--- src/rtl/serport_pkg.sv ---
`timescale 1ns/1ps
package serport_pkg;

  localparam int ADDR_W = 3;
  localparam int CTL_W  = 8;

  // control register bit positions
  localparam int CTL_EN   = 0;
  localparam int CTL_ICLK = 1;
  localparam int CTL_IFS  = 2;
  localparam int CTL_MC   = 3;

  // status register bit positions
  localparam int ST_TX_SEEN = 0;
  localparam int ST_RX_SEEN = 1;
  localparam int ST_ERR     = 2;
  localparam int ST_DRAIN   = 3;

  // register selects
  localparam logic [ADDR_W-1:0] SEL_TXCTL = 3'd0;
  localparam logic [ADDR_W-1:0] SEL_RXCTL = 3'd1;
  localparam logic [ADDR_W-1:0] SEL_TXCKD = 3'd2;
  localparam logic [ADDR_W-1:0] SEL_RXCKD = 3'd3;
  localparam logic [ADDR_W-1:0] SEL_TXFSD = 3'd4;
  localparam logic [ADDR_W-1:0] SEL_RXFSD = 3'd5;
  localparam logic [ADDR_W-1:0] SEL_CHSEL = 3'd6;
  localparam logic [ADDR_W-1:0] SEL_STAT  = 3'd7;

  // true when a write would alter any configuration bit above the enable
  function automatic logic cfg_changed(input logic [CTL_W-1:0] cur,
                                       input logic [CTL_W-1:0] req);
    return cur[CTL_W-1:1] != req[CTL_W-1:1];
  endfunction

  // merge of a control write: while running only the enable bit moves
  function automatic logic [CTL_W-1:0] ctl_merge(input logic [CTL_W-1:0] cur,
                                                 input logic [CTL_W-1:0] req,
                                                 input logic             en_next);
    logic [CTL_W-1:0] r;
    r = cur[CTL_EN] ? cur : req;
    r[CTL_EN] = en_next;
    return r;
  endfunction

  // counter wrap test used by the divisors (tolerates a shrinking limit)
  function automatic logic wrap_hit(input logic [15:0] cnt, input logic [15:0] lim);
    return cnt >= lim;
  endfunction

endpackage

--- src/rtl/serport_sync.sv ---
`timescale 1ns/1ps
module serport_sync #(
  parameter int STAGES = 2
) (
  input  logic clk,
  input  logic rst_n,
  input  logic d_i,
  output logic q_o
);
  logic [STAGES-1:0] chain_q;

  always_ff @(posedge clk or negedge rst_n) begin
    if (!rst_n) chain_q <= '0;
    else        chain_q <= {chain_q[STAGES-2:0], d_i};
  end

  assign q_o = chain_q[STAGES-1];
endmodule

--- src/rtl/serport_regs.sv ---
`timescale 1ns/1ps
module serport_regs
  import serport_pkg::*;
#(
  parameter int DATA_W  = 16,
  parameter int DIV_W   = 8,
  parameter int FSDIV_W = 8
) (
  input  logic                clk,
  input  logic                rst_n,
  input  logic                wr_i,
  input  logic [ADDR_W-1:0]   addr_i,
  input  logic [DATA_W-1:0]   wdata_i,
  input  logic [1:0]          seen_i,
  output logic [CTL_W-1:0]    tx_ctl_o,
  output logic [CTL_W-1:0]    rx_ctl_o,
  output logic [DIV_W-1:0]    tx_ckd_o,
  output logic [DIV_W-1:0]    rx_ckd_o,
  output logic [FSDIV_W-1:0]  tx_fsd_o,
  output logic [FSDIV_W-1:0]  rx_fsd_o,
  output logic [DATA_W-1:0]   rdata_o
);
  logic [CTL_W-1:0]   tx_ctl_q, rx_ctl_q;
  logic [DIV_W-1:0]   tx_ckd_q, rx_ckd_q;
  logic [FSDIV_W-1:0] tx_fsd_q, rx_fsd_q;
  logic [DATA_W-1:0]  chsel_q;
  logic               err_q, drain_q;

  // decoded write events, brought out as named wires
  logic wr_txctl, wr_rxctl, wr_txfsd, wr_rxfsd, wr_stat_clr;
  logic [CTL_W-1:0] req_ctl;
  logic mc_mode;
  logic tx_cfg_viol, rx_cfg_viol, tx_fsd_viol, rx_fsd_viol;
  logic tx_on_refused, rx_off_refused, drain_enter, drain_leave;
  logic tx_en_next, rx_en_next, any_viol;

  assign req_ctl     = wdata_i[CTL_W-1:0];
  assign wr_txctl    = wr_i && (addr_i == SEL_TXCTL);
  assign wr_rxctl    = wr_i && (addr_i == SEL_RXCTL);
  assign wr_txfsd    = wr_i && (addr_i == SEL_TXFSD);
  assign wr_rxfsd    = wr_i && (addr_i == SEL_RXFSD);
  assign wr_stat_clr = wr_i && (addr_i == SEL_STAT) && wdata_i[ST_ERR];
  assign mc_mode     = rx_ctl_q[CTL_MC];

  assign tx_cfg_viol = wr_txctl && tx_ctl_q[CTL_EN] && cfg_changed(tx_ctl_q, req_ctl);
  assign rx_cfg_viol = wr_rxctl && rx_ctl_q[CTL_EN] && cfg_changed(rx_ctl_q, req_ctl);
  assign tx_fsd_viol = wr_txfsd && tx_ctl_q[CTL_EN];
  assign rx_fsd_viol = wr_rxfsd && rx_ctl_q[CTL_EN];

  // multichannel ordering
  assign rx_off_refused = wr_rxctl && mc_mode && rx_ctl_q[CTL_EN] &&
                          !req_ctl[CTL_EN] && tx_ctl_q[CTL_EN];
  assign tx_on_refused  = wr_txctl && mc_mode && drain_q &&
                          !tx_ctl_q[CTL_EN] && req_ctl[CTL_EN];
  assign drain_enter    = wr_txctl && mc_mode && tx_ctl_q[CTL_EN] &&
                          !req_ctl[CTL_EN] && rx_ctl_q[CTL_EN];
  assign drain_leave    = !rx_ctl_q[CTL_EN] ||
                          (wr_rxctl && !req_ctl[CTL_EN] && !rx_off_refused);

  assign tx_en_next = req_ctl[CTL_EN] && !tx_on_refused;
  assign rx_en_next = req_ctl[CTL_EN] || rx_off_refused;
  assign any_viol   = tx_cfg_viol || rx_cfg_viol || tx_fsd_viol || rx_fsd_viol ||
                      tx_on_refused || rx_off_refused;

  always_ff @(posedge clk or negedge rst_n) begin
    if (!rst_n) begin
      tx_ctl_q <= '0;
      rx_ctl_q <= '0;
      tx_ckd_q <= '0;
      rx_ckd_q <= '0;
      tx_fsd_q <= '0;
      rx_fsd_q <= '0;
      chsel_q  <= '0;
      err_q    <= 1'b0;
      drain_q  <= 1'b0;
    end else begin
      if (wr_txctl) tx_ctl_q <= ctl_merge(tx_ctl_q, req_ctl, tx_en_next);
      if (wr_rxctl) rx_ctl_q <= ctl_merge(rx_ctl_q, req_ctl, rx_en_next);
      if (wr_i && addr_i == SEL_TXCKD) tx_ckd_q <= wdata_i[DIV_W-1:0];
      if (wr_i && addr_i == SEL_RXCKD) rx_ckd_q <= wdata_i[DIV_W-1:0];
      if (wr_txfsd && !tx_fsd_viol) tx_fsd_q <= wdata_i[FSDIV_W-1:0];
      if (wr_rxfsd && !rx_fsd_viol) rx_fsd_q <= wdata_i[FSDIV_W-1:0];
      if (wr_i && addr_i == SEL_CHSEL) chsel_q <= wdata_i;
      if (any_viol)         err_q <= 1'b1;
      else if (wr_stat_clr) err_q <= 1'b0;
      if (drain_enter)      drain_q <= 1'b1;
      else if (drain_leave) drain_q <= 1'b0;
    end
  end

  always_comb begin
    rdata_o = '0;
    case (addr_i)
      SEL_TXCTL: rdata_o = DATA_W'(tx_ctl_q);
      SEL_RXCTL: rdata_o = DATA_W'(rx_ctl_q);
      SEL_TXCKD: rdata_o = DATA_W'(tx_ckd_q);
      SEL_RXCKD: rdata_o = DATA_W'(rx_ckd_q);
      SEL_TXFSD: rdata_o = DATA_W'(tx_fsd_q);
      SEL_RXFSD: rdata_o = DATA_W'(rx_fsd_q);
      SEL_CHSEL: rdata_o = chsel_q;
      default: begin
        rdata_o[ST_TX_SEEN] = seen_i[0];
        rdata_o[ST_RX_SEEN] = seen_i[1];
        rdata_o[ST_ERR]     = err_q;
        rdata_o[ST_DRAIN]   = drain_q;
      end
    endcase
  end

  assign tx_ctl_o = tx_ctl_q;
  assign rx_ctl_o = rx_ctl_q;
  assign tx_ckd_o = tx_ckd_q;
  assign rx_ckd_o = rx_ckd_q;
  assign tx_fsd_o = tx_fsd_q;
  assign rx_fsd_o = rx_fsd_q;

  // frame-sync divisors are frozen while their direction runs
  assert_tx_fsd_locked_R3: assert property (@(posedge clk) disable iff (!rst_n)
    tx_ctl_q[CTL_EN] |=> $stable(tx_fsd_q));
  assert_rx_fsd_locked_R3: assert property (@(posedge clk) disable iff (!rst_n)
    rx_ctl_q[CTL_EN] |=> $stable(rx_fsd_q));
  // configuration bits above the enable hold while running
  assert_tx_cfg_locked_R2: assert property (@(posedge clk) disable iff (!rst_n)
    tx_ctl_q[CTL_EN] |=> $stable(tx_ctl_q[CTL_W-1:1]));
  assert_rx_cfg_locked_R2: assert property (@(posedge clk) disable iff (!rst_n)
    rx_ctl_q[CTL_EN] |=> $stable(rx_ctl_q[CTL_W-1:1]));
  // draining only with receive on and transmit off
  assert_drain_shape_R9: assert property (@(posedge clk) disable iff (!rst_n)
    drain_q |-> (rx_ctl_q[CTL_EN] && !tx_ctl_q[CTL_EN]));
  // receive never drops alone in multichannel mode
  assert_rx_not_alone_R9: assert property (@(posedge clk) disable iff (!rst_n)
    (mc_mode && tx_ctl_q[CTL_EN] && rx_ctl_q[CTL_EN]) |=>
      (rx_ctl_q[CTL_EN] || !tx_ctl_q[CTL_EN]));
  // error bit is sticky
  assert_err_sticky_R10: assert property (@(posedge clk) disable iff (!rst_n)
    (err_q && !wr_stat_clr) |=> err_q);
endmodule

--- src/rtl/serport_dir.sv ---
`timescale 1ns/1ps
module serport_dir
  import serport_pkg::*;
#(
  parameter int DIV_W       = 8,
  parameter int FSDIV_W     = 8,
  parameter int START_EDGES = 2
) (
  input  logic               clk,
  input  logic               rst_n,
  input  logic               en_i,
  input  logic               iclk_i,
  input  logic               ifs_i,
  input  logic [DIV_W-1:0]   ckd_i,
  input  logic [FSDIV_W-1:0] fsd_i,
  input  logic               ext_tick_i,
  input  logic               ext_fs_i,
  output logic               sclk_o,
  output logic               fs_o,
  output logic               ready_o,
  output logic               seen_o
);
  localparam int SW = $clog2(START_EDGES + 1);

  logic [DIV_W-1:0]   div_cnt_q;
  logic               phase_q;
  logic [SW-1:0]      start_q;
  logic               ready_q;
  logic [FSDIV_W-1:0] fs_cnt_q;
  logic               fs_q;
  logic               seen_q;

  // named internal events
  logic half_wrap, rise_tick, start_done, fs_event, ext_fs_event;

  assign half_wrap    = wrap_hit(16'(div_cnt_q), 16'(ckd_i));
  assign rise_tick    = en_i && (iclk_i ? (half_wrap && !phase_q) : ext_tick_i);
  assign start_done   = rise_tick && !ready_q && (start_q == SW'(START_EDGES - 1));
  assign fs_event     = rise_tick && ready_q && ifs_i &&
                        wrap_hit(16'(fs_cnt_q), 16'(fsd_i));
  assign ext_fs_event = rise_tick && ready_q && !ifs_i && ext_fs_i;

  always_ff @(posedge clk or negedge rst_n) begin
    if (!rst_n) begin
      div_cnt_q <= '0;
      phase_q   <= 1'b0;
      start_q   <= '0;
      ready_q   <= 1'b0;
      fs_cnt_q  <= '0;
      fs_q      <= 1'b0;
      seen_q    <= 1'b0;
    end else if (!en_i) begin
      div_cnt_q <= '0;
      phase_q   <= 1'b0;
      start_q   <= '0;
      ready_q   <= 1'b0;
      fs_cnt_q  <= '0;
      fs_q      <= 1'b0;
      seen_q    <= 1'b0;
    end else begin
      if (iclk_i) begin
        if (half_wrap) begin
          div_cnt_q <= '0;
          phase_q   <= !phase_q;
        end else begin
          div_cnt_q <= div_cnt_q + 1'b1;
        end
      end
      if (rise_tick && !ready_q) begin
        if (start_done) begin
          ready_q <= 1'b1;
          start_q <= '0;
        end else begin
          start_q <= start_q + 1'b1;
        end
      end
      if (rise_tick && ready_q && ifs_i) begin
        fs_cnt_q <= fs_event ? '0 : fs_cnt_q + 1'b1;
        fs_q     <= fs_event;
      end
      if (fs_event || ext_fs_event) seen_q <= 1'b1;
    end
  end

  assign sclk_o  = phase_q && en_i && iclk_i;
  assign fs_o    = fs_q && en_i && ifs_i;
  assign ready_o = ready_q && en_i;
  assign seen_o  = seen_q && en_i;

  // disabling clears all run state by the next cycle
  assert_abort_clears_R8: assert property (@(posedge clk) disable iff (!rst_n)
    !en_i |=> (!ready_q && !fs_q && !seen_q && !phase_q));
  // no frame sync before ready
  assert_fs_after_ready_R6: assert property (@(posedge clk) disable iff (!rst_n)
    fs_q |-> ready_q);
  // ready only rises on a serial clock rise
  assert_ready_on_tick_R5: assert property (@(posedge clk) disable iff (!rst_n)
    (!ready_q && en_i && !rise_tick) |=> !ready_q);
endmodule

--- src/rtl/serport_ctrl.sv ---
`timescale 1ns/1ps
module serport_ctrl
  import serport_pkg::*;
#(
  parameter int DATA_W      = 16,
  parameter int DIV_W       = 8,
  parameter int FSDIV_W     = 8,
  parameter int SYNC_STAGES = 2,
  parameter int START_EDGES = 2
) (
  input  logic              clk,
  input  logic              rst_n,
  input  logic              bus_wr,
  input  logic [ADDR_W-1:0] bus_addr,
  input  logic [DATA_W-1:0] bus_wdata,
  output logic [DATA_W-1:0] bus_rdata,
  input  logic              ext_sclk_i,
  input  logic              tx_fs_i,
  input  logic              rx_fs_i,
  output logic              tx_sclk_o,
  output logic              rx_sclk_o,
  output logic              tx_fs_o,
  output logic              rx_fs_o,
  output logic              tx_ready_o,
  output logic              rx_ready_o
);
  localparam int NDIR = 2;

  logic [CTL_W-1:0]   tx_ctl, rx_ctl;
  logic [DIV_W-1:0]   tx_ckd, rx_ckd;
  logic [FSDIV_W-1:0] tx_fsd, rx_fsd;
  logic [NDIR-1:0]    seen_v, sclk_v, fs_v, ready_v, ext_fs_v;
  logic [CTL_W-1:0]   ctl_a   [NDIR];
  logic [DIV_W-1:0]   ckd_a   [NDIR];
  logic [FSDIV_W-1:0] fsd_a   [NDIR];
  logic               sclk_s, sclk_prev_q, ext_tick;
  logic               tx_fs_s, rx_fs_s;

  serport_regs #(.DATA_W(DATA_W), .DIV_W(DIV_W), .FSDIV_W(FSDIV_W)) u_regs (
    .clk(clk), .rst_n(rst_n), .wr_i(bus_wr), .addr_i(bus_addr), .wdata_i(bus_wdata),
    .seen_i(seen_v), .tx_ctl_o(tx_ctl), .rx_ctl_o(rx_ctl), .tx_ckd_o(tx_ckd),
    .rx_ckd_o(rx_ckd), .tx_fsd_o(tx_fsd), .rx_fsd_o(rx_fsd), .rdata_o(bus_rdata)
  );

  serport_sync #(.STAGES(SYNC_STAGES)) u_sync_sclk (
    .clk(clk), .rst_n(rst_n), .d_i(ext_sclk_i), .q_o(sclk_s));
  serport_sync #(.STAGES(SYNC_STAGES)) u_sync_txfs (
    .clk(clk), .rst_n(rst_n), .d_i(tx_fs_i), .q_o(tx_fs_s));
  serport_sync #(.STAGES(SYNC_STAGES)) u_sync_rxfs (
    .clk(clk), .rst_n(rst_n), .d_i(rx_fs_i), .q_o(rx_fs_s));

  always_ff @(posedge clk or negedge rst_n) begin
    if (!rst_n) sclk_prev_q <= 1'b0;
    else        sclk_prev_q <= sclk_s;
  end
  assign ext_tick = sclk_s && !sclk_prev_q;

  assign ctl_a[0] = tx_ctl;
  assign ctl_a[1] = rx_ctl;
  assign ckd_a[0] = tx_ckd;
  assign ckd_a[1] = rx_ckd;
  assign fsd_a[0] = tx_fsd;
  assign fsd_a[1] = rx_fsd;
  assign ext_fs_v = {rx_fs_s, tx_fs_s};

  for (genvar g = 0; g < NDIR; g++) begin : g_dir
    serport_dir #(.DIV_W(DIV_W), .FSDIV_W(FSDIV_W), .START_EDGES(START_EDGES)) u_dir (
      .clk(clk), .rst_n(rst_n),
      .en_i(ctl_a[g][CTL_EN]), .iclk_i(ctl_a[g][CTL_ICLK]), .ifs_i(ctl_a[g][CTL_IFS]),
      .ckd_i(ckd_a[g]), .fsd_i(fsd_a[g]),
      .ext_tick_i(ext_tick), .ext_fs_i(ext_fs_v[g]),
      .sclk_o(sclk_v[g]), .fs_o(fs_v[g]), .ready_o(ready_v[g]), .seen_o(seen_v[g])
    );
  end

  assign tx_sclk_o  = sclk_v[0];
  assign rx_sclk_o  = sclk_v[1];
  assign tx_fs_o    = fs_v[0];
  assign rx_fs_o    = fs_v[1];
  assign tx_ready_o = ready_v[0];
  assign rx_ready_o = ready_v[1];
endmodule

--- config.mk ---
export PLATFORM = sky130hd
export DESIGN_NAME = serport_ctrl
export DESIGN_NICKNAME = d
export VERILOG_FILES = /design/src/rtl/serport_pkg.sv /design/src/rtl/serport_sync.sv /design/src/rtl/serport_regs.sv /design/src/rtl/serport_dir.sv /design/src/rtl/serport_ctrl.sv
export SDC_FILE = /design/constraint.sdc
export NUM_CORES = 1
export LEC_CHECK = 0
export BUFFER_PORTS_ARGS = -buffer_cell sky130_fd_sc_hd__buf_2
export CORE_UTILIZATION = 55
export DETAILED_ROUTE_END_ITERATION = 10
export PLACE_DENSITY = 0.83
export SYNTH_ARGS = -nofsm -noshare
export SYNTH_HDL_FRONTEND = slang
export SYNTH_SLANG_ARGS = --single-unit
--- constraint.sdc ---
create_clock -name clk -period 2.05 [get_ports clk]
set_input_delay 0.41 -clock clk [delete_from_list [all_inputs] [get_ports clk]]
set_output_delay 0.41 -clock clk [all_outputs]
set_load 0.01 [all_outputs]
After elaboration in Yosys (flattened, before gate mapping)
Cells that the tools add are included.
{ "word_totals": {"word_cells": 204, "reg_bits": 117, "latchBits": 0, "romBits": 0, "mem_bits_rw": 0, "memories": 0} }
{ "classes": {"div": 0, "n_addsub": 6, "magnitude_cmp": 4, "shift": 0, "reduce_logical": 94, "n_bitwise": 2, "n_mux": 46, "n_eq_ne": 23, "n_mul": 0} }
{ "op_table": {"columns": ["op", "count"], "rows": [
  ["$mux 8", 12],
  ["$pmux 12 s7", 1],
  ["$logic_and 1x1->1", 62],
  ["$add 8x1->8 const B", 4],
  ["$ge 8x8->1", 4],
  ["$pmux 4 s7", 1],
  ["$mux 1", 26],
  ["$ne 2x1->1 const B", 12],
  ["$logic_not 1->1", 14],
  ["$ne 7x7->1", 2],
  ["$eq 3x3->1 const B", 4],
  ["$mux 2", 6],
  ["$reduce_and 2->1", 6],
  ["$logic_or 1x1->1", 9],
  ["$eq 3x2->1 const B", 2],
  ["$add 2x1->2 const B", 2],
  ["$eq 2x1->1 const B", 2],
  ["$reduce_bool 2->1", 2],
  ["$eq 3x1->1 const B", 1],
  ["$logic_not 3->1", 1],
  ["$not 1->1", 2]
]} }

Longest topological paths before layout
{ "logic_depth": {"word_depth": 11, "ltp_mapped": 9, "depth_no_buf": 8} }

By module
From an unflattened synthesis, not the netlist that was laid out.
{ "unflattened": {"hier_cells": 641, "hier_area_um2": 6977.9} }
{ "modules_own_cells": {"columns": ["module", "cells_each", "seq_area_each_um2", "area_per_inst_um2", "n_inst"], "rows": [
  ["serport_regs", 273, 1651.6, 3430.8, 1],
  ["serport_dir", 180, 550.5, 1679.1, 2],
  ["serport_sync", 2, 50.0, 50.0, 3],
  ["serport_ctrl", 2, 25.0, 38.8, 1]
]} }

Least setup slack after synthesis
Ideal clock, no wire load.
{ "synth_path": {"path_type": "register to register", "start": "register g_dir[0].u_dir.fs_cnt_q[2]", "end": "register g_dir[0].u_dir.fs_cnt_q[3]", "arrival_time_ps": 2186, "required_ps": 1970, "stages_incl_launch_ff": 9, "n_path_buf": 1, "setup_slack_ps": -216, "cell_sequence": "dfrtp_1 > ha_1 > a211oi_1 > o21ai_1 > a211oi_2 > or3b_1 > buf_6 > or3_1 > o211ai_2"} }
{ "synth_via": {"elab_chain_cells": 5, "word_cells_on_any_way": 6, "classes_between": "add/sub (1); order compare (1); mux (3); reduce/logical (1)"} }
{ "synth_rtl": {"columns": ["element", "line", "text"], "rows": [
  ["start: declaration", "serport_dir.sv:29", "logic [FSDIV_W-1:0] fs_cnt_q;"],
  ["start signal: assignment", "serport_dir.sv:78", "fs_cnt_q <= fs_event ? '0 : fs_cnt_q + 1'b1;"],
  ["$ge 8x8->1", "serport_pkg.sv:47", "return cnt >= lim;"],
  ["$logic_and 1x1->1", "serport_dir.sv:39", "assign fs_event = rise_tick && ready_q && ifs_i &&"],
  ["$mux 8 (*)", "serport_dir.sv:78", null],
  ["$mux 8 (*)", "serport_dir.sv:77", "if (rise_tick && ready_q && ifs_i) begin"],
  ["$mux 8 (*)", "serport_dir.sv:52", "end else if (!en_i) begin"]
]} }
Every way passes the cells marked *; elsewhere a longest branch is shown, timed or not. The select of a mux whose other input is x is not followed.
A chain may end at the register's enable or synchronous reset.

Worst setup path after layout
{ "layout_path": {"start": "register u_regs.rx_ckd_q[2] (netlist: u_regs.rx_ckd_o[2])", "end": "register g_dir[1].u_dir.fs_cnt_q[1]"} }
{ "layout_via": {"elab_chain_cells": 10, "word_cells_on_any_way": 11, "classes_between": "order compare (1); eq/ne (1); mux (4); reduce/logical (5)"} }
{ "layout_rtl": {"columns": ["element", "line", "text"], "rows": [
  ["start: declaration", "serport_regs.sv:24", "logic [DIV_W-1:0] tx_ckd_q, rx_ckd_q;"],
  ["start signal: assignment", "serport_regs.sv:80", "if (wr_i && addr_i == SEL_RXCKD) rx_ckd_q <= wdata_i[DIV_W-1:0];"],
  ["$ge 8x8->1 (*)", "serport_pkg.sv:47", null],
  ["$logic_and 1x1->1 (*)", "serport_dir.sv:37", "assign rise_tick = en_i && (iclk_i ? (half_wrap && !phase_q) : ext_tick_i);"],
  ["$mux 1 (*)", "serport_dir.sv:37", null],
  ["$logic_and 1x1->1 (*)", "serport_dir.sv:37", null],
  ["$logic_and 1x1->1 (*) (2 in series)", "serport_dir.sv:39, serport_dir.sv:77", null],
  ["$logic_and 1x1->1", "serport_dir.sv:39", null],
  ["$mux 8", "serport_dir.sv:78", null],
  ["$mux 8", "serport_dir.sv:77", null],
  ["$mux 8", "serport_dir.sv:52", null],
  ["end signal: assignment", "serport_dir.sv:78", null],
  ["end: declaration", "serport_dir.sv:29", null]
]} }
Marked as above.

==> impl_metrics.toml <==
[clock_tree]
cts_buffers = 17
h-tree-depth = 4
clk_pin_slew_ps = 60
clockBufferDepth = 2
insertion_delay_ps = 430
cts-root-buf = "clkbuf_16"
cts_num_sinks = 117
cts_tree = "built"

[floorplanning]
rows = 39
initial_core_util_pct = 56.7
io-pin-count = 47
die_w_um = 111
die_h_um = 111
dieArea_mm2 = 0.0123
core_area_mm2 = 0.0115

[critical_path]
cp_slowest_cell = "or4_4"
path_max_fanout = 6
cp.arrival_ps = 2760
crit_path_cell_trace = "inv_1 -> ha_2 -> or4_4 -> a21oi_4 -> o41ai_4 -> o211ai_1 -> buf_4 -> buf_6 -> nand2_2 -> a21oi_2"
r2r-end = "g_dir[1].u_dir.fs_cnt_q[1]"
end_kind = "register"
rr_worst_depth = 10
critical_path.max_stage_delay_ps = 550
r2r_start = "u_regs.rx_ckd_o[2]"
required_ps = 2390
criticalPathCategory = "reg -> reg"
critPathLaunchType = "register"
r2r_slack_ps = -370

[placed_design]
hpwl_um = 12000
place_area_mm2 = 0.00759
portBuffers = 46
gp_congestion = 0.884
place_ws_ps = -239

[synthesis]
syn_avg_cell_area_um2 = 10.2
synth.net_count = 700
synth_area_leaders = "dfrtp_1 (45%), mux2_2 (8.5%), ha_1 (6.9%)"
synth_area_mm2 = 0.00653
synth_top_area_cell = "dfrtp_1"
synth_edf_count = 0
synth_warnings = 0
yosysSeqAreaShare_pct = 44.9
yosysUniqueCellTypes = 61
postSynth.asyncResetShare_pct = 100
synth-seq-cells = 117
yosys_most_used_dff = "dfrtp_1"
synth_cells = 639
yosysTopAreaCellShare_pct = 44.9

[global_routing]
grt_max_degree = 49
grt_pass1_wl_um = 31100
grt_pass1_vias = 6122
antenna_found_initial = 0
grt_overflow = 0
grt_util_all_layers_pct = 32.5

[layout]
antenna_cells = 0
drive_gt1_share_pct = 43.0
area_growth_syn_to_layout_pct = 37.2
nFillCells = 610
layout.nets = 845
seqCellArea_mm2 = 0.00293
multi_input_area_mm2 = 0.00378
postLayoutCellArea_mm2 = 0.00896

[sta]
setup-violations-final = 38
rsz0062_at_grt = "true"
min_period_over_period_pct = 118
hold_viol = 0
skew_ps = 8.94
report.final.slew_viol_count = 0
maxSlewHeadroom_pct = 61.0
tightest_slew_ps = 579
fmax_ghz = 0.413
finalWorstSetupSlack_ps = -370
period_minus_slack_ps = 2420

[job]
maxCapViolations = 0

[detailed_routing]
drc = 4
wl_per_cell_um = 23.6
drtAntennaViolNets = 0
via_per_inst = 6.54
drtPass1Iterations = 9
routed_wirelength_um = 22100
vias = 6148
drtIter0Drc = 847

[power_and_ir_drop]
power_leakage_nw = 4.18
ir_worst_vdd_mv = 1.01
power_density_mw_per_mm2 = 1050
power_mw = 9.42

[min_path]
hold_start = "rx_fs_i"
hold_depth = 1
worstHoldPathType = "in -> reg"
holdPathEnd = "u_sync_rxfs.chain_q[0]"

[run_status]
violations = "design-rule violations, negative setup slack"
status = "finished, violations left"
cells in the mapped netlist, types with 12 or more instances:
library cell	instances
ha_1	36
nand3_1	18
mux2_2	49
xor2_1	13
inv_1	44
clkbuf_1	26
xnor2_1	14
nor2_1	33
and3_1	12
o21ai_0	42
and2_1	12
dfrtp_1	117
nand2_1	63
a21oi_1	18
worst max-delay path, delay by kind of cell, from the launching register on:
kind | cells | cell delay (ps)
adders and majority gates | 1 | 190
DFF | 1 | 370
buffers and inverters | 3 | 420
AOI/OAI and AO/OA | 4 | 760
and+or+nand+nor | 2 | 620
final cells by class:
cell class                 instances  share of cell area, %
sequential                       117                   32.7
multi-input combinational        443                   42.2
inverter                          45                   1.97
clock buffer                      20                   4.99
clock inverter                    12                   2.23
timing repair buffer             160                   13.9
tap                              143                   2.00
metal layers:
metal | GRT usage (%) | wire [µm] | vias up
li1 | - | - | 2533
met1 | 39.9 | 7790 | 3013
met2 | 54.4 | 10800 | 466
met3 | 7.60 | 2230 | 136
met4 | 15.3 | 1330 | 0
met5 | 0 | 0 | -
flip-flops by register name, summed over array words and instances (netlist names), 4 cells and up:
name                   count
g_dir.u_dir.div_cnt_q     16
g_dir.u_dir.fs_cnt_q      16
u_regs.chsel_q            16
u_regs.rx_ckd_o            8
u_regs.rx_ctl_o            8
u_regs.rx_fsd_o            8
u_regs.tx_ckd_o            8
u_regs.tx_ctl_o            8
u_regs.tx_fsd_o            8
g_dir.u_dir.start_q        4
power breakdown:
| part | switching, mW | internal [mW] |
|---|---|---|
| Sequential | 0.460 | 2.73 |
| Combinational | 1.49 | 1.43 |
| Clock | 1.13 | 2.19 |
| Total | 3.07 | 6.35 |
cells in the final DEF, fill, tap and decap left out, types with 11 or more instances in the layout:
cell       instances
buf_2             40
xnor2_1           14
inv_1             31
nand2_1           53
xor2_1            12
and2_1            12
ha_1              20
and3_1            11
ha_4              14
nor2_1            27
buf_6             20
nand3_1           18
buf_4             93
mux2_2            44
dfrtp_1          114
o21ai_0           31
clkbuf_16         17
cell families after synthesis:
kind of cell	share of synthesized area, %
adder cells (fa/ha/maj)	6.90
XOR/XNOR	3.62
AO/OA/AOI/OAI	12.6
flip-flops	44.9
multiplexers	12.4
buffers and inverters	4.87
AND/OR/NAND/NOR	14.7
worst max-delay path by stage:
| stage | from | end | slack, ps | cells after the start |
|---|---|---|---|---|
| CTS | u_regs.rx_ckd_o[7] | bus_rdata[7] | -200 | 4 |
| floorplan | g_dir[0].u_dir.fs_cnt_q[2] | g_dir[0].u_dir.fs_cnt_q[3] | -170 | 8 |
| global route | u_regs.rx_ckd_o[2] | g_dir[1].u_dir.fs_cnt_q[1] | -380 | 10 |
| detailed placement | u_regs.tx_ckd_o[6] | g_dir[0].u_dir.fs_cnt_q[3] | -240 | 9 |
| global placement | u_regs.tx_ckd_o[7] | g_dir[0].u_dir.fs_cnt_q[3] | -150 | 9 |
| finish | u_regs.rx_ckd_o[2] | g_dir[1].u_dir.fs_cnt_q[1] | -370 | 10 |
per-stage QoR:
step | utilization (%) | setup TNS (ps) | instances | hold slack (ps)
after global placement | 65.9 | -1170 | 889 | 336
after global routing | 77.8 | -8310 | 940 | 71.4
after CTS | 74.1 | -2780 | 931 | 79.2
after detailed placement | 65.9 | -2540 | 889 | 339
final | 77.8 | -6540 | 940 | 84.7
after floorplan | - | -813 | 639 | 114
what timing repair did:
item                                    4_1_cts  5_1_grt
buffers inserted                             10       13
hold buffers                                  1        0
endpoints found under the hold margin        28        0
gates cloned                                  0        1
endpoints found under the setup margin       29       42
pin swaps                                    15       38
resized for setup                            50       92
Note: power is estimated with default switching activity, not from simulation.
